[src/rtl/spBankPkg.sv]
package spBankPkg;
  // Strobes issued by the control to the datapath each cycle
  typedef struct packed {
    logic actWr;       // write active register
    logic actFromDbg;  // active write data comes from the debug port
    logic altWr;       // write alternate register
    logic altFromDbg;  // alternate write data comes from the debug port
    logic swap;        // exchange active and alternate after the writes
  } spStrobe_t;

  localparam logic RESET_MODE = 1'b1;
endpackage

[src/rtl/spBankCtrl.sv]
module spBankCtrl
  import spBankPkg::*;
(
  input  logic      clk,
  input  logic      rst,
  input  logic      modeLoad,
  input  logic      modeNext,
  input  logic      enWrEn,
  input  logic      enWrVal,
  input  logic      spWrEn,
  input  logic      usrWrEn,
  input  logic      usrRdEn,
  input  logic      dbgWrEn,
  input  logic      dbgSel,
  output spStrobe_t st,
  output logic      privFault,
  output logic      supMode,
  output logic      dualEn
);
  logic supReg;
  logic enReg;
  logic usrAllowed;

  assign supMode    = supReg;
  assign dualEn     = enReg;
  assign usrAllowed = supReg & enReg;
  assign privFault  = (usrWrEn | usrRdEn) & ~usrAllowed;

  always_comb begin
    st            = '0;
    st.actFromDbg = dbgWrEn & ~dbgSel;
    st.altFromDbg = dbgWrEn & dbgSel;
    st.actWr      = spWrEn | st.actFromDbg;
    st.altWr      = (usrWrEn & usrAllowed) | st.altFromDbg;
    st.swap       = modeLoad & (modeNext != supReg) & enReg;
  end

  always_ff @(posedge clk) begin
    if (rst) begin
      supReg <= RESET_MODE;
      enReg  <= 1'b0;
    end else begin
      if (modeLoad) supReg <= modeNext;
      if (enWrEn)   enReg  <= enWrVal;
    end
  end

  // legacy operation never exchanges
  a_r4_legacy_no_swap: assert property (@(posedge clk) disable iff (rst)
    !enReg |-> !st.swap);
  // a mode load that repeats the current mode never exchanges
  a_r10_same_mode_no_swap: assert property (@(posedge clk) disable iff (rst)
    (modeLoad && modeNext == supReg) |-> !st.swap);
  // a faulted access never produces a user-pointer write
  a_r6_fault_blocks_write: assert property (@(posedge clk) disable iff (rst)
    privFault |-> (!st.altWr || st.altFromDbg));
  // debug data wins a collision on the active register
  a_r8_dbg_priority: assert property (@(posedge clk) disable iff (rst)
    (dbgWrEn && !dbgSel && spWrEn) |-> st.actFromDbg);
endmodule

[src/rtl/spBankDatapath.sv]
module spBankDatapath
  import spBankPkg::*;
#(
  parameter int W = 32
) (
  input  logic         clk,
  input  logic         rst,
  input  spStrobe_t    st,
  input  logic [W-1:0] spWrData,
  input  logic [W-1:0] usrWrData,
  input  logic [W-1:0] dbgWrData,
  output logic [W-1:0] actOut,
  output logic [W-1:0] altOut
);
  logic [W-1:0] actReg, altReg;
  logic [W-1:0] actWritten, altWritten;

  assign actOut = actReg;
  assign altOut = altReg;

  // Writes land on the pre-exchange roles
  always_comb begin
    actWritten = actReg;
    altWritten = altReg;
    if (st.actWr) actWritten = st.actFromDbg ? dbgWrData : spWrData;
    if (st.altWr) altWritten = st.altFromDbg ? dbgWrData : usrWrData;
  end

  always_ff @(posedge clk) begin
    if (rst) begin
      actReg <= '0;
      altReg <= '0;
    end else if (st.swap) begin
      actReg <= altWritten;
      altReg <= actWritten;
    end else begin
      actReg <= actWritten;
      altReg <= altWritten;
    end
  end

  // exchange with no writes moves each value to the other role
  a_r3_exchange: assert property (@(posedge clk) disable iff (rst)
    (st.swap && !st.actWr && !st.altWr) |=>
      (actReg == $past(altReg) && altReg == $past(actReg)));
  // a plain register-file write lands in the active register
  a_r2_write_active: assert property (@(posedge clk) disable iff (rst)
    (st.actWr && !st.actFromDbg && !st.swap) |=> actReg == $past(spWrData));
  // a write that coincides with an exchange follows it to the alternate
  a_r9_write_then_swap: assert property (@(posedge clk) disable iff (rst)
    (st.actWr && !st.actFromDbg && st.swap) |=> altReg == $past(spWrData));
endmodule

[src/rtl/bankedStackPtr.sv]
module bankedStackPtr
  import spBankPkg::*;
#(
  parameter int DATA_W = 32
) (
  input  logic              clk,
  input  logic              rst,
  input  logic              modeLoad,
  input  logic              modeNext,
  input  logic              enWrEn,
  input  logic              enWrVal,
  input  logic              spWrEn,
  input  logic [DATA_W-1:0] spWrData,
  output logic [DATA_W-1:0] spRdData,
  input  logic              usrWrEn,
  input  logic              usrRdEn,
  input  logic [DATA_W-1:0] usrWrData,
  output logic [DATA_W-1:0] usrRdData,
  output logic              privFault,
  input  logic              dbgWrEn,
  input  logic              dbgSel,
  input  logic [DATA_W-1:0] dbgWrData,
  output logic [DATA_W-1:0] dbgRdData,
  output logic              supMode,
  output logic              dualEn
);
  spStrobe_t         strobes;
  logic [DATA_W-1:0] actVal, altVal;

  spBankCtrl u_ctrl (
    .clk(clk), .rst(rst), .modeLoad(modeLoad), .modeNext(modeNext),
    .enWrEn(enWrEn), .enWrVal(enWrVal), .spWrEn(spWrEn),
    .usrWrEn(usrWrEn), .usrRdEn(usrRdEn), .dbgWrEn(dbgWrEn), .dbgSel(dbgSel),
    .st(strobes), .privFault(privFault), .supMode(supMode), .dualEn(dualEn)
  );

  spBankDatapath #(.W(DATA_W)) u_dp (
    .clk(clk), .rst(rst), .st(strobes), .spWrData(spWrData),
    .usrWrData(usrWrData), .dbgWrData(dbgWrData),
    .actOut(actVal), .altOut(altVal)
  );

  assign spRdData  = actVal;
  assign usrRdData = altVal;
  assign dbgRdData = dbgSel ? altVal : actVal;
endmodule

[config.mk]
export PLATFORM = sky130hd
export DESIGN_NAME = bankedStackPtr
export DESIGN_NICKNAME = d
export VERILOG_FILES = /design/src/rtl/spBankPkg.sv /design/src/rtl/spBankCtrl.sv /design/src/rtl/spBankDatapath.sv /design/src/rtl/bankedStackPtr.sv
export SDC_FILE = /design/constraint.sdc
export NUM_CORES = 1
export LEC_CHECK = 0
export BUFFER_PORTS_ARGS = -buffer_cell sky130_fd_sc_hd__buf_2
export CAP_MARGIN = 25
export CORE_AREA = 2 2 105 107
export CTS_CLUSTER_DIAMETER = 100
export DETAILED_ROUTE_END_ITERATION = 12
export DIE_AREA = 0 0 107 109
export GPL_TIMING_DRIVEN = 0
export PLACE_DENSITY = 0.87
export SKIP_CTS_REPAIR_TIMING = 1
export SYNTH_ARGS = -nofsm -noshare
export SYNTH_HDL_FRONTEND = slang
export SYNTH_SLANG_ARGS = --single-unit
[constraint.sdc]
create_clock -name clk -period 1.8 [get_ports clk]
set_input_delay 0.45 -clock clk [delete_from_list [all_inputs] [get_ports clk]]
set_output_delay 0.45 -clock clk [all_outputs]
set_load 0.05 [all_outputs]
==> results of run 1 <==
worst paths after layout:
path	from	to	slack [ns]
setup / recovery	dbgSel	dbgRdData[28]	0.0009
hold / removal	modeLoad	u_ctrl.supMode	0.38
hold reg to reg	u_dp.actOut[4]	u_dp.actOut[4]	0.73
setup reg to reg	u_ctrl.dualEn	u_dp.actOut[26]	0.04
where the power goes:
part / switching (mW) / internal, mW / total, mW
clock network: 0.623 / 0.674 / 1.30
logic: 1.45 / 0.811 / 2.26
registers: 0.113 / 1.59 / 1.71
worst max-delay path, stage by stage:
cell and delay [ns]:
buf_12 0.11, buf_12 0.15, clkbuf_16 0.17, mux2_4 0.31, buf_8 0.15
layout make-up:
type / count / area (sq um) / share of cell area
plain buffers: 71 / 400.4 / 0.06136
clock buffers: 11 / 141.4 / 0.02167
clock inverters: 5 / 53.80 / 0.008245
multi-input cells: 336 / 2957 / 0.4531
flip-flops and latches: 66 / 1321 / 0.2025
well taps: 140 / 175.2 / 0.02685
repair buffers: 211 / 1476 / 0.2263
metal layers:
layer,vias up,GRT usage
met5,-,0
met4,0,0.1391
met3,103,0.05559
met2,534,0.5055
met1,2633,0.3824
li1,2433,-
cell families after synthesis:
kind of cell / count (synthesis) / synth area share
XOR/XNOR: 2 / 0.007297
multiplexers: 65 / 0.1549
buffers and inverters: 71 / 0.06818
AND/OR/NAND/NOR: 75 / 0.1291
AO/OA/AOI/OAI: 194 / 0.3443
flip-flops: 66 / 0.2963
state kept, by name (all words and copies together), names as in the netlist:
| signal | flops |
|---|---|
| u_dp.altOut | 32 |
| u_ctrl.supMode | 1 |
| u_ctrl.dualEn | 1 |
| u_dp.actOut | 32 |
synth_stat cells:
master / count
dfxtp_1: 66
o32ai_1: 64
clkbuf_1: 42
a211o_1: 33
mux2i_1: 33
a211oi_1: 32
and4_1: 32
mux2_2: 32
nor3b_1: 32
o211ai_1: 32
o22ai_1: 32
buf_2: 24
buf_1: 3
nor2_1: 3
and2_1: 2
buf_4: 2
nand2_1: 2
a21oi_1: 1
nand2_2: 1
nand2b_1: 1
nand3_1: 1
nor2b_1: 1
xnor2_2: 1
xor2_2: 1
per-stage QoR:
stage / util / cells / instance area (sq um) / worst slack, ns / hold slack, ns
6_report: 0.6154 / 840 / 6525 / 0.0009420 / 0.3774
5_1_grt: 0.6154 / 840 / 6525 / -0.02146 / 0.4010
4_1_cts: 0.5525 / 832 / 5858 / -0.3482 / 0.3675
3_5_place_dp: 0.5341 / 816 / 5663 / -0.3432 / 0.7040
3_3_place_gp: 0.5341 / 816 / 5663 / -0.3495 / 0.6963
2_1_floorplan: - / 473 / 4472 / -0.03566 / 0.5679
==> results.toml, run 1 <==
[routing]
via_count = 5703
drt_iter0_drc = 730
dr.pass1.iters = 6
highest_layer = "met4"
drcViolationCount = 0
wl_met3_mm = 2.302
wl_met2_mm = 8.994
wl_per_cell_um = 23.12
wl_mm = 19.42
wl_met1_mm = 7.245
via_per_inst = 6.789
ant_nets = 0

[place]
gp_congestion = 0.8823
io_buffers = 203
dp_hpwl_mm = 13.14

[sta]
slew_violations = 0
finalCritPeriodShare = 0.9995
skew_ns = 0.01416
finalCriticalPeriod_ns = 1.799
max_slew_margin = 0.6101
hold_violations = 0
tns_ns = 0
max_freq_ghz = 0.5558
setup_violations = 0
tightest_slew_ns = 0.5848
rsz0062_at_grt = "true"

[synthesis]
ys_warn_count = 0
synthesis.area_sq_um = 4459
syn_nets = 580
ys_ff_latch = 66
synth_area_leaders = "dfxtp_1, o32ai_1, mux2_2"
synth_top_area_frac = 0.2963
avgSynthCellArea_sq_um = 9.428
synth_sequential_area_ratio = 0.2963
yosysTopAreaCell = "dfxtp_1"
syn_inst = 473
synth_cell_type_count = 24

[clocking]
clk_pin_slew_worst_paths_ns = 0.07
root_buffer = "clkbuf_8"
cts.htree.levels = 3
cts_buffer_depth = 2
tritoncts = "yes"
clkSinkCount = 66
cts_buffers = 9
clk_latency_ns = 0.36

[layout]
final_common_cell = "buf_2"
syn2layout_area_growth_pct = 46.32
nFillCells = 922
nets = 802
antennaDiodeCount = 0
drive_gt1_frac = 0.4300
final_cell_mix = "buf_2, dfxtp_1, o32ai_1"

[global_route]
grt_usage = 0.3034
antenna_found_initial = 0
grt_pass1_vias = 5379
grt_pass1_wl_mm = 27.81
gr-total-overflow = 0
grt_start_max_net_pins = 12

[die]
pin_count = 206
initial_utilization = 0.4206
rows = 38
dieWidth_um = 107
core-area_sq_um = 10600
die_h_um = 109
die_area_sq_um = 11660

[worst_setup_path]
cp.required_ns = 1.35
start_kind = "input pin"
endpoint_kind = "output port"
ff2ff_path_depth = 5
crit_arrival_ns = 1.35
crit_type = "input pin to output port"
crit_fanout = 8

[run_status]
status = "completed"

[flow_run]
drv_cap = 0

[power_and_ir_drop]
power.total_mw = 5.267
leakagePower_nw = 2.836
cellPowerDensity_nw_per_um2 = 807.2
power.ir.vdd_worst_v = 0.0004660

[worst_hold_path]
hold_class = "input pin to register"
hold_depth = 2
No activity file was read; power rests on OpenSTA's default activity.
==> run 2, diff against run 1 <==
--- a/config.mk
+++ b/config.mk
@@ -5,14 +5,14 @@
 export SDC_FILE = /design/constraint.sdc
 export NUM_CORES = 1
 export LEC_CHECK = 0
-export BUFFER_PORTS_ARGS = -buffer_cell sky130_fd_sc_hd__buf_2
 export CAP_MARGIN = 25
-export CORE_AREA = 2 2 105 107
+export CORE_AREA = 2 2 91 93
 export CTS_CLUSTER_DIAMETER = 100
 export DETAILED_ROUTE_END_ITERATION = 12
-export DIE_AREA = 0 0 107 109
+export DIE_AREA = 0 0 93 95
+export DONT_BUFFER_PORTS = 1
 export GPL_TIMING_DRIVEN = 0
-export PLACE_DENSITY = 0.87
+export PLACE_DENSITY = 0.85
 export SKIP_CTS_REPAIR_TIMING = 1
 export SYNTH_ARGS = -nofsm -noshare
 export SYNTH_HDL_FRONTEND = slang
==> results.toml, run 2 (same netlist as run 1, synthesis figures left out) <==
[clocking]
cts.htree.levels = 3
cts_buffer_depth = 2
cts_buffers = 9
clkSinkCount = 66
tritoncts = "yes"
root_buffer = "clkbuf_8"
clk_latency_ns = 0.35
clk_pin_slew_worst_paths_ns = 0.07

[routing]
drt_iter0_drc = 486
wl_mm = 17.31
via_count = 4856
via_per_inst = 8.189
dr.pass1.iters = 6
drcViolationCount = 0
wl_per_cell_um = 29.19
ant_nets = 0

[worst_hold_path]
hold_class = "input pin to register"
worst_hold_path.endpoint = "u_ctrl.supMode"
hold_depth = 1
min_from = "modeNext"

[worst_setup_path]
timing.rr.start = "u_ctrl.supMode"
cp_num_cells = 3
critical-path-max-stage-delay_ns = 0.41
crit_chain = "buf_8 -> buf_4 -> a21oi_4"
cp.required_ns = 1.35
start_kind = "register"
path_delay_family = "flip-flops"
rrSetupSlack_ns = 0.01
crit_arrival_ns = 1.47
crit_fanout = 10
ff2ff_path_depth = 5
reg2reg_to = "u_dp.actOut[6]"
cp_slowest_cell = "dfxtp_4"
path_buf_inv = 2
endpoint_kind = "output port"
crit_type = "register to output port"

[sta]
finalCritPeriodShare = 1.065
rsz0062_at_grt = "true"
tightest_slew_ns = 0.6190
max_freq_ghz = 0.5217
skew_ns = 0.006186
setup_violations = 1
max_slew_margin = 0.5873
fin_ws_ns = -0.1167
hold_slack_ns = 0.2210
hold_violations = 0
tns_ns = -0.1167
finalCriticalPeriod_ns = 1.917
slew_violations = 0

[power_and_ir_drop]
cellPowerDensity_nw_per_um2 = 926.0
leakagePower_nw = 1.847
p_sw_mw = 2.011
power.total_mw = 4.833
power.ir.vdd_worst_v = 0.0004958
internal-power_mw = 2.822
clkPwrFrac = 0.276
pwr-share-seq = 0.459
pwr-share-comb = 0.265
swShare = 0.4160

[die]
dieWidth_um = 93
die_area_sq_um = 8835
pin_count = 206
rows = 33
die_h_um = 95
initial_utilization = 0.5625
core-area_sq_um = 7928

[layout]
nFillCells = 642
syn2layout_area_growth_pct = 17.03
drive_gt1_frac = 0.3778
nets = 590
final_cell_mix = "o32ai_1, dfxtp_2, mux2i_1, a211o_1"
fin_util = 0.6583

[global_route]
grt_start_max_net_pins = 11
antenna_found_initial = 1
grt_usage = 0.3666
grt_pass1_vias = 4780
gr-total-overflow = 0
grt_pass1_wl_mm = 25.12

[place]
post-place-ws_ns = -0.4653
io_buffers = 0
dp_hpwl_mm = 11.84
gp_congestion = 0.9025

[run_status]
status = "finished with violations"
violations = "setup timing"

[flow_run]
drv_cap = 0
[run 2: worst reg2reg max path: cells and delay by family, from the launching register on]
| family | cells | cell delay [ns] |
|---|---|---|
| buffers and inverters | 2 | 0.49 |
| DFF | 1 | 0.46 |
| AOI/OAI and AO/OA | 2 | 0.44 |
| xor gates and xnor gates | 1 | 0.30 |
[run 2: layout make-up]
type | instances | area [sq um] | share of cell area
clock buffers | 13 | 168.9 | 0.03237
flip-flops and latches | 66 | 1409 | 0.2700
clock inverters | 2 | 35.03 | 0.006713
multi-input cells | 336 | 3100 | 0.5941
diodes | 1 | 2.502 | 0.0004795
plain buffers | 70 | 371.6 | 0.07121
well taps | 105 | 131.4 | 0.02517
[run 2: through the flow]
step | cell area, sq um | instances
after detailed placement | 4603 | 578
after global placement | 4603 | 578
final | 5219 | 593
after CTS | 4807 | 593
after global routing | 5219 | 593
after floorplan | 4472 | 473
[run 2: worst max path at each step]
stage | from | slack, ns | to
2_1_floorplan | u_ctrl.supMode | -0.04 | privFault
3_3_place_gp | u_ctrl.dualEn | -0.42 | u_dp.actOut[9]
3_5_place_dp | u_ctrl.dualEn | -0.47 | u_dp.altOut[30]
4_1_cts | u_ctrl.dualEn | -0.59 | privFault
5_1_grt | u_ctrl.supMode | -0.14 | privFault
6_report | u_ctrl.supMode | -0.12 | privFault
[run 2: per-layer routing]
metal,vias up,share of wire,GRT usage
met2,491,0.47,0.5785
met4,0,0.036,0.2034
li1,2003,-,-
met1,2278,0.35,0.4345
met3,84,0.14,0.1317
met5,-,0,0
[run 2: power by group through the flow]
stage	clock network, mW	registers, mW	logic [mW]
final	1.33	2.22	1.28
after global routing	1.39	2.23	1.34
after CTS	1.32	2.17	1.14
after detailed placement	0	2.20	1.14
after global placement	0	2.20	1.12
after floorplan	0	2.16	0.941
==> run 3, diff against run 2 <==
--- a/config.mk
+++ b/config.mk
@@ -13,6 +13,7 @@
 export DONT_BUFFER_PORTS = 1
 export GPL_TIMING_DRIVEN = 0
 export PLACE_DENSITY = 0.85
+export REMOVE_ABC_BUFFERS = 1
 export SKIP_CTS_REPAIR_TIMING = 1
 export SYNTH_ARGS = -nofsm -noshare
 export SYNTH_HDL_FRONTEND = slang
==> results.toml, run 3 (same netlist as run 1, synthesis figures left out) <==
[worst_setup_path]
timing.rr.start = "u_ctrl.dualEn"
critical-path-max-stage-delay_ns = 0.53
crit_fanout = 3
crit_end = "dbgRdData[30]"
crit_type = "register to output port"
cp_slowest_cell = "dfxtp_2"
cp.required_ns = 1.35
ff2ff_path_depth = 5
crit_chain = "mux2_2"
start_kind = "register"
endpoint_kind = "output port"
crit_arrival_ns = 1.27
critPathLaunch = "u_dp.altOut[30]"
cp_num_cells = 1
rrSetupSlack_ns = 0.08
reg2reg_to = "u_dp.altOut[19]"
path_buf_inv = 0
path_delay_family = "flip-flops"

[sta]
finalCriticalPeriod_ns = 1.722
setup_violations = 0
skew_ns = 0.009971
max_slew_margin = 0.3864
max_freq_ghz = 0.5808
slew_violations = 0
finalCritPeriodShare = 0.9566
hold_slack_ns = 0.2245
hold_violations = 0
fin_ws_ns = 0.07810
tightest_slew_ns = 0.9203

[routing]
via_count = 4495
drt_iter0_drc = 369
wl_per_cell_um = 30.17
dr.pass1.iters = 4
via_per_inst = 8.233
drcViolationCount = 0
wl_mm = 16.47
ant_nets = 0

[worst_hold_path]
hold_depth = 1
hold_class = "input pin to register"

[clocking]
clk_pin_slew_worst_paths_ns = 0.08
clkSinkCount = 66
root_buffer = "clkbuf_8"
clk_latency_ns = 0.33
cts.htree.levels = 3
tritoncts = "yes"
cts_buffer_depth = 2
cts_buffers = 9

[die]
initial_utilization = 0.5625
dieWidth_um = 93
die_area_sq_um = 8835
die_h_um = 95
core-area_sq_um = 7928
rows = 33
pin_count = 206

[global_route]
grt_usage = 0.3205
antenna_found_initial = 1
gr-total-overflow = 0
use_met1 = 0.3706
grt_pass1_vias = 4442
busiest_layer = "met2"
grt_start_max_net_pins = 99
use_met2 = 0.5713
grt_pass1_wl_mm = 22.46
grt_use_met3 = 0.08859

[layout]
nets = 543
fin_cells = 546
final_cell_mix = "o32ai_1, dfxtp_2, mux2i_1, a211o_1"
drive_gt1_frac = 0.3273
nFillCells = 658
syn2layout_area_growth_pct = 12.12

[power_and_ir_drop]
power.total_mw = 4.468
cellPowerDensity_nw_per_um2 = 893.6
power.ir.vdd_worst_v = 0.0005180
leakagePower_nw = 1.690

[place]
post-place-ws_ns = -1.199
place_inst = 516
dp_hpwl_mm = 9.278
io_buffers = 0
gp_congestion = 0.7639

[run_status]
status = "completed"

[flow_run]
drv_cap = 0
run 3: power by group:
group	switching [mW]	total (mW)	internal (mW)
sequential	0.581	2.20	1.62
combinational	0.712	1.14	0.426
clock	0.564	1.13	0.562
run 3: how the worst min path moves through the flow:
stage / startpoint / to
after global routing: rst / u_ctrl.dualEn
final: rst / u_dp.actOut[28]
after floorplan: rst / u_ctrl.dualEn
after global placement: rst / u_ctrl.dualEn
after detailed placement: rst / u_ctrl.dualEn
after CTS: rst / u_ctrl.dualEn
run 3: area by class of cell:
type	count	area (sq um)	share of cell area
clock inverter	3	15.01	0.003003
sequential	66	1409	0.2818
timing repair buffer	21	357.8	0.07157
tap	105	131.4	0.02628
clock buffer	12	155.1	0.03103
antenna	1	2.502	0.0005005
multi-input combinational	338	2929	0.5858
run 3: stage by stage:
step / setup TNS (ns) / util / cell area, sq um
3_5_place_dp: -69.04 / 0.5758 / 4564
3_3_place_gp: -208.54 / 0.5407 / 4287
5_1_grt: -0.006265 / 0.6307 / 5000
6_report: 0 / 0.6307 / 5000
2_1_floorplan: -82.00 / - / 4155
4_1_cts: -73.69 / 0.5972 / 4735
run 3: metal layers:
layer	vias to the layer above	share of wire
met2	365	0.48
met1	2169	0.39
met3	43	0.10
met5	-	0
met4	0	0.023
li1	1918	-
